===== src/rtl/txdma_pkg.sv =====
package txdma_pkg;
    typedef enum logic [1:0] {
        ST_IDLE      = 2'd0,
        ST_WAIT_ROOM = 2'd1,
        ST_BURST     = 2'd2,
        ST_DRAIN     = 2'd3
    } txdma_state_e;
endpackage


===== src/rtl/txdma_level.sv =====
module txdma_level #(
    parameter int DEPTH = 32,
    localparam int LVW = $clog2(DEPTH + 1)
) (
    input  logic           clk,
    input  logic           rst_n,
    input  logic           wr,
    input  logic           pop,
    output logic [LVW-1:0] level,
    output logic           empty
);
    logic pop_eff;

    assign empty   = (level == '0);
    assign pop_eff = pop && !empty;   // pop on empty buffer ignored

    always_ff @(posedge clk) begin
        if (!rst_n) begin
            level <= '0;
        end else if (wr && !pop_eff) begin
            level <= level + 1'b1;
        end else if (pop_eff && !wr) begin
            level <= level - 1'b1;
        end
    end

    assert_no_overflow_R5: assert property (@(posedge clk) disable iff (!rst_n)
        32'(level) <= DEPTH);

    assert_empty_pop_R9: assert property (@(posedge clk) disable iff (!rst_n)
        (empty && !wr) |=> (level == '0));
endmodule


===== src/rtl/txdma_seg.sv =====
module txdma_seg #(
    parameter int BLOCK   = 32,
    parameter int MAX_LEN = 4096,
    localparam int LW = $clog2(MAX_LEN + 1),
    localparam int BW = $clog2(BLOCK + 1)
) (
    input  logic          clk,
    input  logic          rst_n,
    input  logic          load,
    input  logic [LW-1:0] len,
    input  logic          take,
    input  logic          blk_load,
    output logic [LW-1:0] rem,
    output logic [BW-1:0] chunk,
    output logic          blk_last,
    output logic          frame_last
);
    logic [BW-1:0] blk_left;

    always_comb begin
        if (32'(rem) < BLOCK) begin
            chunk = BW'(rem);
        end else begin
            chunk = BW'(BLOCK);
        end
    end

    assign blk_last   = (blk_left == BW'(1));
    assign frame_last = (rem == LW'(1));

    always_ff @(posedge clk) begin
        if (!rst_n) begin
            rem      <= '0;
            blk_left <= '0;
        end else begin
            if (load) begin
                rem <= len;
            end else if (take) begin
                rem <= rem - 1'b1;
            end
            if (blk_load) begin
                blk_left <= chunk;
            end else if (take) begin
                blk_left <= blk_left - 1'b1;
            end
        end
    end

    assert_rem_nonzero_R2: assert property (@(posedge clk) disable iff (!rst_n)
        take |-> (rem != '0 && blk_left != '0));
endmodule


===== src/rtl/txdma_reqgen.sv =====
module txdma_reqgen
    import txdma_pkg::*;
#(
    parameter int BLOCK   = 32,
    parameter int DEPTH   = 32,
    parameter int MAX_LEN = 4096,
    localparam int LW  = $clog2(MAX_LEN + 1),
    localparam int BW  = $clog2(BLOCK + 1),
    localparam int LVW = $clog2(DEPTH + 1)
) (
    input  logic          clk,
    input  logic          rst_n,
    input  logic          start,
    input  logic [LW-1:0] frame_len,
    input  logic          dma_ack,
    input  logic          fifo_pop,
    input  logic          status_rd,
    output logic          dma_req,
    output logic          fifo_wr,
    output logic          tx_irq,
    output logic          tx_ready
);
    txdma_state_e state, state_nx;

    logic [LVW-1:0] level;
    logic           empty;
    logic [LW-1:0]  rem;
    logic [BW-1:0]  chunk;
    logic           blk_last, frame_last;
    logic           len_ok, start_ok, room_ok, blk_load, done;

    assign len_ok   = (frame_len != '0) && (32'(frame_len) <= MAX_LEN);
    assign start_ok = start && len_ok && (state == ST_IDLE);
    assign room_ok  = (DEPTH - 32'(level)) >= 32'(chunk);
    assign blk_load = (state == ST_WAIT_ROOM) && room_ok;
    assign done     = (state == ST_DRAIN) && empty;

    txdma_level #(.DEPTH(DEPTH)) u_level (
        .clk   (clk),
        .rst_n (rst_n),
        .wr    (fifo_wr),
        .pop   (fifo_pop),
        .level (level),
        .empty (empty)
    );

    txdma_seg #(.BLOCK(BLOCK), .MAX_LEN(MAX_LEN)) u_seg (
        .clk        (clk),
        .rst_n      (rst_n),
        .load       (start_ok),
        .len        (frame_len),
        .take       (fifo_wr),
        .blk_load   (blk_load),
        .rem        (rem),
        .chunk      (chunk),
        .blk_last   (blk_last),
        .frame_last (frame_last)
    );

    always_comb begin
        state_nx = state;
        unique case (state)
            ST_IDLE:      if (start_ok) state_nx = ST_WAIT_ROOM;
            ST_WAIT_ROOM: if (room_ok)  state_nx = ST_BURST;
            ST_BURST: begin
                if (fifo_wr && blk_last) begin
                    state_nx = frame_last ? ST_DRAIN : ST_WAIT_ROOM;
                end
            end
            ST_DRAIN:     if (empty)    state_nx = ST_IDLE;
            default:                    state_nx = ST_IDLE;
        endcase
    end

    always_ff @(posedge clk) begin
        if (!rst_n) begin
            state <= ST_IDLE;
        end else begin
            state <= state_nx;
        end
    end

    assign dma_req = (state == ST_BURST);
    assign fifo_wr = dma_req && dma_ack;

    always_ff @(posedge clk) begin
        if (!rst_n) begin
            tx_irq   <= 1'b0;
            tx_ready <= 1'b0;
        end else begin
            tx_irq <= done;
            if (done) begin
                tx_ready <= 1'b1;
            end else if (status_rd) begin
                tx_ready <= 1'b0;
            end
        end
    end

    assert_req_held_R3: assert property (@(posedge clk) disable iff (!rst_n)
        (dma_req && !(dma_ack && blk_last)) |=> dma_req);

    assert_ack_ignored_R4: assert property (@(posedge clk) disable iff (!rst_n)
        (!dma_req && !start_ok) |=> $stable(rem));

    assert_room_R5: assert property (@(posedge clk) disable iff (!rst_n)
        $rose(dma_req) |-> ((DEPTH - 32'(level)) >= 32'(chunk)));

    assert_irq_empty_R6: assert property (@(posedge clk) disable iff (!rst_n)
        tx_irq |-> (tx_ready && empty && !dma_req));

    assert_irq_pulse_R6: assert property (@(posedge clk) disable iff (!rst_n)
        tx_irq |=> !tx_irq);

    assert_ready_clear_R7: assert property (@(posedge clk) disable iff (!rst_n)
        (status_rd && !done) |=> !tx_ready);

    assert_busy_start_R8: assert property (@(posedge clk) disable iff (!rst_n)
        (start && state != ST_IDLE) |=> (state != ST_IDLE || $past(state) == ST_DRAIN));
endmodule


===== config.mk =====
export PLATFORM = sky130hd
export DESIGN_NAME = txdma_reqgen
export DESIGN_NICKNAME = d
export VERILOG_FILES = /design/src/rtl/txdma_pkg.sv /design/src/rtl/txdma_level.sv /design/src/rtl/txdma_seg.sv /design/src/rtl/txdma_reqgen.sv
export SDC_FILE = /design/constraint.sdc
export NUM_CORES = 1
export LEC_CHECK = 0
export BUFFER_PORTS_ARGS = -buffer_cell sky130_fd_sc_hd__buf_2
export CAP_MARGIN = 0
export CORE_UTILIZATION = 35
export CTS_BUF_LIST = sky130_fd_sc_hd__clkbuf_4 sky130_fd_sc_hd__clkbuf_8
export DETAILED_ROUTE_END_ITERATION = 8
export GPL_ROUTABILITY_DRIVEN = 0
export PLACE_DENSITY_LB_ADDON = 0.2
export SYNTH_ARGS = -nofsm -noshare
export SYNTH_HDL_FRONTEND = slang
export SYNTH_SLANG_ARGS = --single-unit

===== constraint.sdc =====
create_clock -name clk -period 4.06 [get_ports clk]
set_clock_uncertainty 0.2 [all_clocks]
set_input_delay 0.406 -clock clk [delete_from_list [all_inputs] [get_ports clk]]
set_output_delay 0.406 -clock clk [all_outputs]
set_load 0.01 [all_outputs]

==> impl_summary.md <==
Run status
The flow ran to the end, and the final reports show no timing, DRC or antenna violations.

Pwr
The power dissipated by switching net loads is 769 uW. The relative contribution of combinational cells to total power is 58.2%. The part of the total power dissipated in sequential elements is 26.2%. Internal power comes to 940 uW. The leakage power total is 0.000916 uW. Net switching is 45.0% of the power. The proportion of power drawn by the clock network is 15.6%. The peak supply drop is 0.230 mV.

The power density relative to cell area is 745 mW/mm^2.

Timing
Setup violations remaining at the end of the flow were counted as 0. The relative max-transition margin is 47.7%. For the pin with the worst max-slew slack, the measured transition is 0.764 ns. The max-slew violation count is 0. The number of hold violations in the final report came to 0. The final worst-path setup slack is 0.551 ns. Setup repair after global routing left no endpoint under its margin. The maximum achievable frequency is 285 MHz. The minimum period implied by the final worst setup slack is 3.51 ns. For the final routed database, the setup TNS stands at 0 ns. Of the available clock period, the critical path in the final layout requires 86.4%.

Routing
The post-detailed-route via-to-cell ratio is 5.49. The total via count in the routed design is 1860. Wires add up to 4750 um. For this block, the initial DRC count from the detailed router was 137. After detailed routing, the number of remaining DRC violations is 0. The routed length per placed instance is 14.0 um. The post-detailed-route count of antenna-violating nets is 0. The pre-antenna-repair detailed-routing pass consisted of 4 iterations.

Clocking
TritonCTS built the clock tree. The clock-pin transition on the worst setup and hold timing paths is 0.07 ns. Buffers inserted during clock tree synthesis total 5. The level count of the clock H-tree is 2. In this run, post-CTS hold repair placed 0 buffers.

The tree is rooted in a clkbuf_8. The number of resized instances in the post-cts repair step is 0. The worst-case clock buffer depth is 2. The clock insertion delay at the later pin of the skew report is 0.28 ns. Clock tree synthesis found a total of 29 sinks. The number of post-CTS setup repair buffers is 0.

Finish
The number of nets in the layout is 302. Of the cells placed in the final design, the portion with a size suffix greater than 1 is 16.9%. The signed area change from the synthesized netlist to the final layout is 15.0%. The number of antenna cells inserted is 0.

GRT
The pin count of the biggest net entering global routing is 23. The number of global-route vias before repair came to 1818. The initial antenna violation count came to 0.

The global-route wire length before repair is 8470 um. The overall track demand over capacity in global routing is 17.7%. The final global-route overflow total is 0.

Logic synthesis
The number of enable-type register cells in the synthesized netlist is 0. When the netlist entered floorplanning its net count stood at 277. The share of flip-flops with an asynchronous set or reset after synthesis is 0%.

The part of the Yosys area used for sequential elements is 29.1%. In the synthesized netlist, the cells that appear most often are dfxtp_1 (29), nand2_1 (22), a21oi_1 (20), ha_1 (16), nor2_1 (16). The area share of the leading cell type in the synthesized netlist is 29.1%. The cell accounting for the most synthesized area is dfxtp_1.

The most instantiated library cell after synthesis is dfxtp_1. Counting flops and latches in the post-synthesis netlist gives 29. Dividing the synthesized area by the synthesized cell count gives 8.28 um^2. During synthesis, Yosys emitted a total of 0 warnings.

The prevailing post-synth register cell is dfxtp_1. In the synthesized netlist, the number of instances is 241. After synthesis, the netlist uses 57 different library cells. The synthesized area is 0.00200 mm^2. Yosys attributes the largest share of cell area to dfxtp_1 (29%), ha_1 (10%), a21oi_1 (5.0%).

Setup path
For the worst setup path, the data arrival time is 3.48 ns. The biggest fanout along the worst timing path is 8. The worst register-to-register path begins at u_seg.rem[5]$_SDFFE_PN0P_. The worst setup path is of the reg -> reg kind. The endpoint kind of the worst setup timing path is a flip-flop.

The timing startpoint of the critical path is u_seg.rem[5]$_SDFFE_PN0P_. The worst setup path is launched from a flip-flop. The required time of the critical path is 4.03 ns.

Place
Timing analysis after detailed placement gives a worst setup slack of 0.592 ns. The number of I/O port buffers is 22. The placed wire-length estimate is 3540 um.

Die
In this run the horizontal extent of the chip is 77.5 um. The floorplan has 27 rows. After floorplanning, the core was sized to cover 0.00551 mm^2. The area enclosed by the die boundary is 0.00601 mm^2. Measured along the y axis, the die boundary spans 77.5 um.

The top-level I/O count is 23. The initial standard-cell utilization of the core is 36.2%.

Hold path
The startpoint identified for the worst hold timing path is status_rd. The path class of the tightest hold or removal check is in -> reg.

Flow run
The max-cap check violation count is 0.
## per-stage QoR
stage	cell area (um^2)	util, %	total power [uW]	instances	hold WS, ns
detailed placement	2190	39.8	1430	331	0.269
floorplan	2000	-	1220	241	0.252
CTS	2290	41.7	1710	339	0.187
finish	2290	41.7	1710	339	0.186
global placement	2190	39.8	1440	331	0.260
global route	2290	41.7	1890	339	0.199
## final cells by class
class	instances	area (um^2)
clock buffer	7	96.3
timing repair buffer	26	140
inverter	10	37.5
sequential	29	581
multi-input combinational	194	1350
fill	569	3210
tap	72	90.1
clock inverter	1	5.00
## power groups by stage
stage | sequential [uW] | clock [uW] | combinational, uW
detailed placement | 454 | 0 | 978
finish | 448 | 267 | 994
CTS | 447 | 272 | 988
global placement | 452 | 0 | 983
floorplan | 415 | 0 | 805
global route | 462 | 284 | 1140
## placed cells by master (no fill, tap or decap), types with 3 or more instances in the layout
master	count
a211oi_1	3
a21o_1	3
a21oi_1	20
a31oi_1	7
and2_1	3
buf_2	22
buf_4	4
clkbuf_8	7
dfxtp_1	29
ha_1	16
inv_1	10
nand2_1	22
nand2b_1	4
nand3_1	11
nand4_1	4
nor2_1	16
nor3_1	11
nor4_1	5
o221ai_1	3
o311ai_0	3
o31a_1	3
or3_1	3
or4_1	3
xnor2_1	7
xor2_1	4
## critical path, stage by stage, from the launching register on
cell and delay [ns]:
dfxtp_1 0.35, or4_4 0.59, nor4_4 0.21, buf_4 0.18, and2_2 0.16, ha_1 0.21
nand2b_1 0.13, a2111oi_0 0.71, o31a_1 0.34, nor3_1 0.07, o31a_1 0.23
## flip-flops by register name, summed over array words and instances, names as in the netlist
| name | flops |
|---|---|
| u_seg.blk_left | 6 |
| u_seg.rem | 13 |
| state | 2 |
| tx_ready | 1 |
| u_level.level | 6 |
| tx_irq | 1 |
## worst paths after layout
| path | endpoint | slack, ns | cells after the start |
|---|---|---|---|
| hold reg to reg | tx_ready$_SDFFE_PN0P_ | 0.27 | 2 |
| setup / recovery | u_seg.blk_left[5]$_SDFFE_PN0P_ | 0.55 | 10 |
| hold / removal | tx_ready$_SDFFE_PN0P_ | 0.19 | 3 |
| setup reg to reg | u_seg.blk_left[5]$_SDFFE_PN0P_ | 0.55 | 10 |
## logic make-up (layout without fill, tap and decap cells)
kind of cell / after synthesis / after routing / share of synthesized area [%]
multiplexers: 2 / 2 / 1.00
AND/OR/NAND/NOR: 98 / 98 / 27.1
flip-flops: 29 / 29 / 29.1
AO/OA/AOI/OAI: 66 / 66 / 23.4
buffers and inverters: 18 / 44 / 3.51
XOR/XNOR: 11 / 11 / 4.83
adder cells (fa/ha/maj): 17 / 17 / 11.0
## per-layer routing
layer	global-route usage, %	wire length, um
met5	0	0
met4	5.66	63
met3	3.76	154
met2	27.4	2010
met1	24.5	2520
Note: power is estimated with default switching activity, not from simulation.
